===== config.mk =====
export PLATFORM = sky130hd
export DESIGN_NAME = msi_snoop_ctrl
export DESIGN_NICKNAME = d
export VERILOG_FILES = /design/src/rtl/msi_pkg.sv /design/src/rtl/msi_line_store.sv /design/src/rtl/msi_snoop_unit.sv /design/src/rtl/msi_cpu_fsm.sv /design/src/rtl/msi_snoop_ctrl.sv
export SDC_FILE = /design/constraint.sdc
export NUM_CORES = 1
export LEC_CHECK = 0
export BUFFER_PORTS_ARGS = -buffer_cell sky130_fd_sc_hd__buf_2
export CAP_MARGIN = 20
export CORE_MARGIN = 2
export CORE_UTILIZATION = 40
export CTS_CLUSTER_DIAMETER = 150
export CTS_CLUSTER_SIZE = 14
export DETAILED_ROUTE_END_ITERATION = 10
export GPL_ROUTABILITY_DRIVEN = 0
export PLACE_DENSITY = 0.7
export SETUP_SLACK_MARGIN = 0.4
export SKIP_CTS_REPAIR_TIMING = 1
export SLEW_MARGIN = 20
export SYNTH_ARGS = -nofsm -noshare
export SYNTH_HDL_FRONTEND = slang
export SYNTH_SLANG_ARGS = --single-unit

===== constraint.sdc =====
create_clock -name clk -period 3.2 [get_ports clk]
set_input_delay 0.32 -clock clk [delete_from_list [all_inputs] [get_ports clk]]
set_output_delay 0.32 -clock clk [all_outputs]
set_load 0.01 [all_outputs]

===== src/rtl/msi_pkg.sv =====
package msi_pkg;
   typedef enum logic [1:0] {
      LS_INV = 2'd0,
      LS_SHD = 2'd1,
      LS_EXC = 2'd2
   } line_st_e;

   typedef enum logic [1:0] {
      BOP_NONE   = 2'd0,
      BOP_RDMISS = 2'd1,
      BOP_WRMISS = 2'd2,
      BOP_WBACK  = 2'd3
   } bus_op_e;

   typedef enum logic [1:0] {
      CF_IDLE,
      CF_EVICT,
      CF_MISS,
      CF_FILL
   } ctl_st_e;
endpackage


===== src/rtl/msi_line_store.sv =====
module msi_line_store
   import msi_pkg::*;
#(
   parameter int IDX_W      = 2,
   parameter int TAG_W      = 6,
   parameter int DATA_W     = 16,
   parameter bit CLEAR_DATA = 1'b1
) (
   input  logic              clk,
   input  logic              rst_n,
   input  logic [IDX_W-1:0]  a_idx,
   output line_st_e          a_state,
   output logic [TAG_W-1:0]  a_tag,
   output logic [DATA_W-1:0] a_data,
   input  logic [IDX_W-1:0]  b_idx,
   output line_st_e          b_state,
   output logic [TAG_W-1:0]  b_tag,
   output logic [DATA_W-1:0] b_data,
   input  logic              wr_en,
   input  logic [IDX_W-1:0]  wr_idx,
   input  line_st_e          wr_state,
   input  logic [TAG_W-1:0]  wr_tag,
   input  logic              wr_data_en,
   input  logic [DATA_W-1:0] wr_data
);
   localparam int LINES = 1 << IDX_W;

   line_st_e          st_q  [LINES];
   logic [TAG_W-1:0]  tag_q [LINES];
   logic [DATA_W-1:0] dat_q [LINES];

   for (genvar g = 0; g < LINES; g++) begin : g_line
      logic hit_wr;
      assign hit_wr = wr_en && (wr_idx == IDX_W'(g));

      always_ff @(posedge clk or negedge rst_n) begin
         if (!rst_n) begin
            st_q[g]  <= LS_INV;
            tag_q[g] <= '0;
         end else if (hit_wr) begin
            st_q[g]  <= wr_state;
            tag_q[g] <= wr_tag;
         end
      end

      if (CLEAR_DATA) begin : g_clr
         always_ff @(posedge clk or negedge rst_n) begin
            if (!rst_n)                    dat_q[g] <= '0;
            else if (hit_wr && wr_data_en) dat_q[g] <= wr_data;
         end
      end else begin : g_keep
         always_ff @(posedge clk) begin
            if (hit_wr && wr_data_en) dat_q[g] <= wr_data;
         end
      end
   end

   assign a_state = st_q[a_idx];
   assign a_tag   = tag_q[a_idx];
   assign a_data  = dat_q[a_idx];
   assign b_state = st_q[b_idx];
   assign b_tag   = tag_q[b_idx];
   assign b_data  = dat_q[b_idx];
endmodule


===== src/rtl/msi_snoop_unit.sv =====
module msi_snoop_unit
   import msi_pkg::*;
#(
   parameter int TAG_W = 6
) (
   input  logic             snp_valid,
   input  logic             snp_wr,
   input  logic [TAG_W-1:0] snp_tag,
   input  line_st_e         line_state,
   input  logic [TAG_W-1:0] line_tag,
   output logic             hit,
   output logic             abort,
   output logic             upd_en,
   output line_st_e         upd_state
);
   always_comb begin
      hit       = snp_valid && (line_state != LS_INV) && (line_tag == snp_tag);
      abort     = hit && (line_state == LS_EXC);
      upd_en    = 1'b0;
      upd_state = line_state;
      if (abort) begin
         upd_en    = 1'b1;
         upd_state = snp_wr ? LS_INV : LS_SHD;
      end else if (hit && snp_wr) begin
         upd_en    = 1'b1;
         upd_state = LS_INV;
      end
   end
endmodule


===== src/rtl/msi_cpu_fsm.sv =====
module msi_cpu_fsm
   import msi_pkg::*;
#(
   parameter int TAG_W  = 6,
   parameter int DATA_W = 16
) (
   input  logic              clk,
   input  logic              rst_n,
   input  logic              cpu_req,
   input  logic              cpu_we,
   input  logic [TAG_W-1:0]  cpu_tag,
   input  logic [DATA_W-1:0] cpu_wdata,
   output logic              cpu_done,
   output logic [DATA_W-1:0] cpu_rdata,
   input  line_st_e          line_state,
   input  logic [TAG_W-1:0]  line_tag,
   input  logic [DATA_W-1:0] line_data,
   input  logic              snoop_busy,
   output logic              bus_req,
   output bus_op_e           bus_op,
   output logic [TAG_W-1:0]  bus_tag,
   output logic [DATA_W-1:0] bus_wdata,
   input  logic              bus_gnt,
   input  logic              fill_valid,
   input  logic [DATA_W-1:0] fill_data,
   output logic              upd_en,
   output line_st_e          upd_state,
   output logic [TAG_W-1:0]  upd_tag,
   output logic              upd_data_en,
   output logic [DATA_W-1:0] upd_data
);
   ctl_st_e st_q, st_d;
   logic    tag_eq, present, dirty_victim, may_hit;

   assign tag_eq       = (line_tag == cpu_tag);
   assign present      = (line_state != LS_INV) && tag_eq;
   assign dirty_victim = (line_state == LS_EXC) && !tag_eq;
   assign may_hit      = present && (!cpu_we || line_state == LS_EXC);

   always_comb begin
      st_d        = st_q;
      cpu_done    = 1'b0;
      cpu_rdata   = line_data;
      bus_req     = 1'b0;
      bus_op      = BOP_NONE;
      bus_tag     = cpu_tag;
      bus_wdata   = line_data;
      upd_en      = 1'b0;
      upd_state   = line_state;
      upd_tag     = cpu_tag;
      upd_data_en = 1'b0;
      upd_data    = cpu_wdata;
      unique case (st_q)
         CF_IDLE: begin
            if (cpu_req && !snoop_busy) begin
               if (may_hit) begin
                  cpu_done = 1'b1;
                  if (cpu_we) begin
                     upd_en      = 1'b1;
                     upd_state   = LS_EXC;
                     upd_data_en = 1'b1;
                  end
               end else begin
                  st_d = dirty_victim ? CF_EVICT : CF_MISS;
               end
            end
         end
         CF_EVICT: begin
            if (!dirty_victim) begin
               st_d = CF_MISS;
            end else begin
               bus_req = 1'b1;
               bus_op  = BOP_WBACK;
               bus_tag = line_tag;
               if (bus_gnt && !snoop_busy) begin
                  upd_en    = 1'b1;
                  upd_state = LS_INV;
                  upd_tag   = line_tag;
                  st_d      = CF_MISS;
               end
            end
         end
         CF_MISS: begin
            bus_req = 1'b1;
            bus_op  = cpu_we ? BOP_WRMISS : BOP_RDMISS;
            if (bus_gnt) st_d = CF_FILL;
         end
         CF_FILL: begin
            cpu_rdata = fill_data;
            if (fill_valid && !snoop_busy) begin
               cpu_done    = 1'b1;
               upd_en      = 1'b1;
               upd_state   = cpu_we ? LS_EXC : LS_SHD;
               upd_data_en = 1'b1;
               upd_data    = cpu_we ? cpu_wdata : fill_data;
               st_d        = CF_IDLE;
            end
         end
         default: st_d = CF_IDLE;
      endcase
   end

   always_ff @(posedge clk or negedge rst_n) begin
      if (!rst_n) st_q <= CF_IDLE;
      else        st_q <= st_d;
   end
endmodule


===== src/rtl/msi_snoop_ctrl.sv =====
module msi_snoop_ctrl
   import msi_pkg::*;
#(
   parameter int ADDR_W     = 8,
   parameter int DATA_W     = 16,
   parameter int IDX_W      = 2,
   parameter bit CLEAR_DATA = 1'b1
) (
   input  logic              clk,
   input  logic              rst_n,
   input  logic              cpu_req,
   input  logic              cpu_we,
   input  logic [ADDR_W-1:0] cpu_addr,
   input  logic [DATA_W-1:0] cpu_wdata,
   output logic [DATA_W-1:0] cpu_rdata,
   output logic              cpu_done,
   output logic              bus_req,
   output logic [1:0]        bus_op,
   output logic [ADDR_W-1:0] bus_addr,
   output logic [DATA_W-1:0] bus_wdata,
   input  logic              bus_gnt,
   input  logic              fill_valid,
   input  logic [DATA_W-1:0] fill_data,
   input  logic              snp_valid,
   input  logic              snp_wr,
   input  logic [ADDR_W-1:0] snp_addr,
   output logic              snp_abort,
   output logic [DATA_W-1:0] snp_data
);
   localparam int TAG_W = ADDR_W - IDX_W;

   if (IDX_W < 1 || IDX_W >= ADDR_W) begin : g_bad_idx
      $error("msi_snoop_ctrl: IDX_W must lie in 1..ADDR_W-1");
   end
   if (DATA_W < 1) begin : g_bad_data
      $error("msi_snoop_ctrl: DATA_W must be positive");
   end

   logic [IDX_W-1:0]  c_idx, s_idx;
   logic [TAG_W-1:0]  c_tag, s_tag;
   line_st_e          c_state, s_state, s_upd_state, f_upd_state;
   logic [TAG_W-1:0]  c_ltag, s_ltag, f_upd_tag, f_bus_tag;
   logic [DATA_W-1:0] c_ldata, f_upd_data;
   logic              s_hit, s_upd_en, f_upd_en, f_upd_data_en;
   bus_op_e           f_bus_op;
   logic              w_en, w_data_en;
   logic [IDX_W-1:0]  w_idx;
   line_st_e          w_state;
   logic [TAG_W-1:0]  w_tag;

   assign c_idx = cpu_addr[IDX_W-1:0];
   assign c_tag = cpu_addr[ADDR_W-1:IDX_W];
   assign s_idx = snp_addr[IDX_W-1:0];
   assign s_tag = snp_addr[ADDR_W-1:IDX_W];

   always_comb begin
      if (s_upd_en) begin
         w_en      = 1'b1;
         w_idx     = s_idx;
         w_state   = s_upd_state;
         w_tag     = s_ltag;
         w_data_en = 1'b0;
      end else begin
         w_en      = f_upd_en;
         w_idx     = c_idx;
         w_state   = f_upd_state;
         w_tag     = f_upd_tag;
         w_data_en = f_upd_data_en;
      end
   end

   msi_line_store #(
      .IDX_W(IDX_W), .TAG_W(TAG_W), .DATA_W(DATA_W), .CLEAR_DATA(CLEAR_DATA)
   ) u_store (
      .clk(clk), .rst_n(rst_n),
      .a_idx(c_idx), .a_state(c_state), .a_tag(c_ltag), .a_data(c_ldata),
      .b_idx(s_idx), .b_state(s_state), .b_tag(s_ltag), .b_data(snp_data),
      .wr_en(w_en), .wr_idx(w_idx), .wr_state(w_state), .wr_tag(w_tag),
      .wr_data_en(w_data_en), .wr_data(f_upd_data)
   );

   msi_snoop_unit #(.TAG_W(TAG_W)) u_snoop (
      .snp_valid(snp_valid), .snp_wr(snp_wr), .snp_tag(s_tag),
      .line_state(s_state), .line_tag(s_ltag),
      .hit(s_hit), .abort(snp_abort), .upd_en(s_upd_en), .upd_state(s_upd_state)
   );

   msi_cpu_fsm #(.TAG_W(TAG_W), .DATA_W(DATA_W)) u_fsm (
      .clk(clk), .rst_n(rst_n),
      .cpu_req(cpu_req), .cpu_we(cpu_we), .cpu_tag(c_tag), .cpu_wdata(cpu_wdata),
      .cpu_done(cpu_done), .cpu_rdata(cpu_rdata),
      .line_state(c_state), .line_tag(c_ltag), .line_data(c_ldata),
      .snoop_busy(s_hit),
      .bus_req(bus_req), .bus_op(f_bus_op), .bus_tag(f_bus_tag), .bus_wdata(bus_wdata),
      .bus_gnt(bus_gnt), .fill_valid(fill_valid), .fill_data(fill_data),
      .upd_en(f_upd_en), .upd_state(f_upd_state), .upd_tag(f_upd_tag),
      .upd_data_en(f_upd_data_en), .upd_data(f_upd_data)
   );

   assign bus_op   = f_bus_op;
   assign bus_addr = {f_bus_tag, c_idx};
endmodule


Yosys cells after proc, flatten, opt, wreduce, memory -nomap -nowiden

Index checks and enable logic that the tools add are counted.
W data, S select, Z words.

Bits in registers: 98
Word-level logic and storage cells: 127
Output and inout bits: 61

Reduce and logical (&&, ||, !) cells: 27
Order comparisons: 2
Mux-type cells: 68
Eq/ne operators: 15
Bitwise operators: 2

Operator list:

| cell                 | count |
|---|---|
| $mux W16             | 8 |
| $bmux W16 S2         | 2 |
| $mux W6              | 10 |
| $mux W2              | 23 |
| $bmux W6 S2          | 2 |
| $logic_and A1 B1 Y1  | 18 |
| $mux W1              | 14 |
| $eq A2 B2 Y1 const B | 6 |
| $eq A6 B6 Y1         | 2 |
| $bmux W2 S2          | 2 |
| $pmux W2 S4          | 1 |
| $ge A3 B3 Y1 const B | 2 |
| $not A2 Y3           | 2 |
| $pmux W1 S2          | 3 |
| $pmux W2 S3          | 1 |
| $reduce_and A5 Y1    | 1 |
| $eq A2 B1 Y1 const B | 2 |
| $logic_not A2 Y1     | 2 |
| $ne A2 B1 Y1 const B | 2 |
| $ne A2 B2 Y1 const B | 2 |
| $pmux W2 S2          | 1 |
| $reduce_bool A2 Y1   | 2 |
| $logic_not A1 Y1     | 3 |
| $ne A3 B3 Y1 const B | 1 |
| other kinds (2)      | 2 |

Depth between registers and ports, before layout

Word-level depth: 15
Gate-level depth with buffers: 11
Gate-level depth less buffers: 7

By module

Synthesis repeated with hierarchy kept, for this count alone.

Cells, all modules: 421
Area, all modules: 6288.5 µm²

Modules (own cells, without submodules):

| module         | instances | area an instance (µm²) | cells an instance |
|---|---|---|---|
| msi_line_store | 1         | 4873.4                 | 268 |
| msi_cpu_fsm    | 1         | 1102.3                 | 122 |
| msi_snoop_ctrl | 1         | 183.9                  | 15 |
| msi_snoop_unit | 1         | 128.9                  | 16 |

Least setup slack after synthesis

No wires, ideal clock.

Kind: input -> register
Start: input port snp_addr[0]
End: register u_store.st_q[4] in the netlist's numbering
Arrival time: 3.119 ns
Setup time: 0.125 ns
Setup slack: -0.044 ns
Cell stages on the path: 9
Path through: buf_2 -> buf_6 -> mux4_2 -> xnor2_1 -> nand4_1 -> nor3_2 -> mux2_2 -> o21ai_1 -> mux2_2

Word-level cells in the longest chain between the ends: 14
Elaborated cells between the ends (all ways): 37

RTL lines:

| what                                                 | line                 | text |
|---|---|---|
| start: declaration                                   | msi_snoop_ctrl.sv:26 | `input logic [ADDR_W-1:0] snp_addr,` |
| branches (longest 14 deep; another with $bmux W6 S2) | --                   |  |
| end signal: indexed assignment                       | msi_line_store.sv:41 | `st_q[g] <= wr_state;` |
| end: declaration                                     | msi_line_store.sv:28 | `line_st_e st_q [LINES];` |

Several ways; the timed one is not identified. The select of a mux whose other input is x is not followed.
A chain may end at the register's enable or synchronous reset.

Final worst setup path

Start: register u_store.tag_q[10] in the netlist's numbering
End: output port bus_addr[3]

Word-level cells in the longest chain between the ends: 8

RTL lines:

| what                                       | line                 | text |
|---|---|---|
| start: declaration                         | msi_line_store.sv:29 | `logic [TAG_W-1:0] tag_q [LINES];` |
| start signal: indexed assignment           | msi_line_store.sv:42 | `tag_q[g] <= wr_tag;` |
| $bmux W6 S2                                | msi_line_store.sv:59 | `assign a_tag = tag_q[a_idx];` |
| $mux W6 (not written as such) (2 in a row) | msi_line_store.sv:59 |  |
| $eq A6 B6 Y1                               | msi_cpu_fsm.sv:35    | `assign tag_eq = (line_tag == cpu_tag);` |
| $logic_not A1 Y1                           | msi_cpu_fsm.sv:37    | `assign dirty_victim = (line_state == LS_EXC) && !tag_eq;` |
| $logic_and A1 B1 Y1                        | msi_cpu_fsm.sv:37    |  |
| $mux W6                                    | msi_cpu_fsm.sv:69    | `if (!dirty_victim) begin` |
| $mux W6                                    | msi_cpu_fsm.sv:53    | `unique case (st_q)` |
| end: declaration                           | msi_snoop_ctrl.sv:19 | `output logic [ADDR_W-1:0] bus_addr,` |

No other way between the ends. The select of a mux whose other input is x is not followed.

==> flow_summary.yaml <==
timing:
  max_freq_ghz: 0.319
  maxSlewViolCount: 0
  hold_slack_ns: 0.0569
  fin_crit_ns: 3.14
  worstMarginPinSlew_ns: 0.841
  setup_viol_count_final: 0
  tns_ns: 0
  skew_ns: 0.0102
  finalHoldViolations: 0
  rsz0062_at_grt: "true"
  fin_crit_sh_pct: 98.0
  setup_slack_ns: 0.0636
  slew-limit-headroom_pct: 43.9
synthesis:
  seq_area_frac_synth_pct: 40.5
  synth_top_family_by_area: "multiplexers"
  synthMuxAreaShare_pct: 42.8
  synth_warnings: 0
  synthTopCellsByArea: "dfrtp_1 (41%), mux2_2 (21%), mux4_2 (18%)"
  synth_fa_ha_area_share_pct: 0.827
  synth_edf_count: 0
  synth_common_cells: "mux2_2 (111), dfrtp_1 (98), mux4_2 (48)"
  ys_seq_elements: 98
  synthXorXnorAreaFrac_pct: 1.74
  synthDistinctLibCells: 47
  yosys.area_share.simple_pct: 5.44
  syn-num-nets: 494
  synth_top_area_share_pct: 40.5
  synthesis.area_sq_um: 6050
  synth.avg_cell_area_sq_um: 13.9
  yosys.area.top_type: "dfrtp_1"
  syn_inst: 434
  synth-main-ff-cell: "dfrtp_1"
  synth.most_common_cell: "mux2_2"
  synth_compound_gate_area_share_pct: 6.06
  ys_async_sr_fraction_pct: 100
grt:
  gr-total-overflow: 0
  grt_max_degree: 92
  grt.total_usage_pct: 20.0
  grt_pass1_vias: 4699
  grt_pass1_wl_um: 24800
  antenna_found_initial: 0
setup_path:
  crit_required_ns: 2.88
  rr_worst_depth: 10
  cp_slowest_cell: "mux4_2"
  crit_start: "u_store.tag_q[10]$_DFFE_PN0P_"
  critPathKind: "flip-flop to output pin"
  endpoint_kind: "output pin"
  arrival_ns: 2.82
  cp-start-kind: "flip-flop"
  critical_path.max_fanout: 6
  r2r-start: "u_store.tag_q[10]$_DFFE_PN0P_"
  reg2reg_to: "u_store.tag_q[13]$_DFFE_PN0P_"
  reg2reg_slack_ns: 0.09
  crit_path_cell_trace: "mux4_2 > xnor2_1 > nand4_1 > buf_4 > o211ai_1 > buf_4 > clkbuf_16 > mux2_4 > buf_6"
  slowest_delay_ns: 0.51
  path_common_cell: "buf_4"
floorplan:
  start_util_pct: 41.3
  die_x_um: 127
  core_area_sq_um: 14600
  io_pins: 117
  num_rows: 44
  dieHeight_um: 127
  dieArea_sq_um: 16100
finish:
  final_util_pct: 53.3
  layout.cells.non_filler: 776
  nets: 647
  antenna_cells: 0
  layout-drive-gt1-share_pct: 63.3
  stdcell_area_sq_um: 7810
  area_growth_pct: 29.1
clock_network:
  cts_tree: "done"
  clock_path_buffers: 2
  cts_buffers: 9
  htreeDepth: 3
  cts-root-buf: "clkbuf_16"
  clk_pin_slew_ns: 0.07
  clk_latency_ns: 0.36
  cts.sinks: 98
placement:
  dpl.cell_count: 740
  io_buffers: 116
  dpl_worst_slack_ns: -0.112
  post-dp-hpwl_um: 11200
  place_area_sq_um: 7170
outcome:
  status: "complete, no violations"
power_and_ir_drop:
  seqPwrFrac_pct: 37.8
  power_mw: 4.57
  p_per_area_nw_per_um2: 585
  power_leakage_nw: 3.75
  pwr-share-clk_pct: 23.1
  p_sw_mw: 1.53
  swShare_pct: 33.4
  comb_power_share_pct: 39.1
  p_int_mw: 3.04
  ir_worst_vdd_mv: 0.390
route:
  viasPerCell: 5.80
  vias: 4497
  firstDrtPassIters: 5
  wl_per_cell_um: 21.0
  drt-initial-drc-count: 277
  drc: 0
  ant_nets: 0
  postRouteWirelength_um: 16300
hold_path:
  hp-class: "input port to asynchronous set/reset pin"
job:
  maxCapViolCount: 0
-- critical path, delay by kind of cell (launching register included) --
| family | cells | cell delay [ns] |
|---|---|---|
| DFF | 1 | 0.41 |
| AOI/OAI and AO/OA | 1 | 0.17 |
| muxes | 2 | 0.82 |
| buffers and inverters | 4 | 0.64 |
| and+or+nand+nor | 1 | 0.22 |
| xor gates and xnor gates | 1 | 0.18 |
-- final cells by class --
cell class	count	area, sq um
clock buffer	11	243
clock inverter	5	37.5
fill	1197	6830
inverter	6	22.5
multi-input combinational	303	3690
sequential	98	2450
tap	184	230
timing repair buffer	169	1140
-- worst max-delay path by stage --
stage | to
floorplan | u_store.dat_q[37]$_DFFE_PN0P_
global placement | u_store.tag_q[7]$_DFFE_PN0P_
detailed placement | u_store.tag_q[10]$_DFFE_PN0P_
CTS | bus_addr[3]
global route | bus_addr[3]
finish | bus_addr[3]
-- routing by layer --
layer,vias to the layer above,global-route usage [%],wire (um)
li1,1990,-,-
met1,2325,24.5,6820
met2,147,35.2,8410
met3,35,3.69,717
met4,0,7.69,361
met5,-,0,0
-- power by group through the flow --
stage | logic (mW) | registers (mW) | clock network [mW]
global route | 1.91 | 1.75 | 1.13
floorplan | 1.21 | 1.65 | 0
CTS | 1.66 | 1.72 | 1.08
detailed placement | 1.65 | 1.74 | 0
finish | 1.79 | 1.73 | 1.05
global placement | 1.60 | 1.71 | 0
-- state kept, by name (all words and copies together) (netlist names) --
signal	count
u_fsm.st_q	2
u_store.tag_q	24
u_store.st_q	8
u_store.dat_q	64
-- cells by family (layout without fill, tap and decap cells) --
kind of cell,count (synthesis),in the layout
AOI/OAI and AO/OA,48,48
xor gates and xnor gates,12,12
adders and majority gates,4,4
buffers and inverters,33,191
DFF,98,98
muxes,182,182
and+or+nand+nor,57,57
-- cells in the final DEF, fill, tap and decap left out, types with 4 or more instances in the layout --
cell and count:
buf_2 108, dfrtp_1 98, mux2_2 96, mux4_2 48
buf_4 42, mux2_4 18, mux2_1 18, buf_6 12
clkbuf_16 10, nand2_1 9, o211ai_1 9, nor2_1 8
xnor2_2 7, nand2b_1 7, inv_1 6, nand4_1 6
o21ai_4 6, buf_12 6, xnor2_1 5, o21ai_0 5
o31a_1 5, nor3_1 4, nand3b_1 4, ha_1 4
Note: power is estimated with default switching activity, not from simulation.
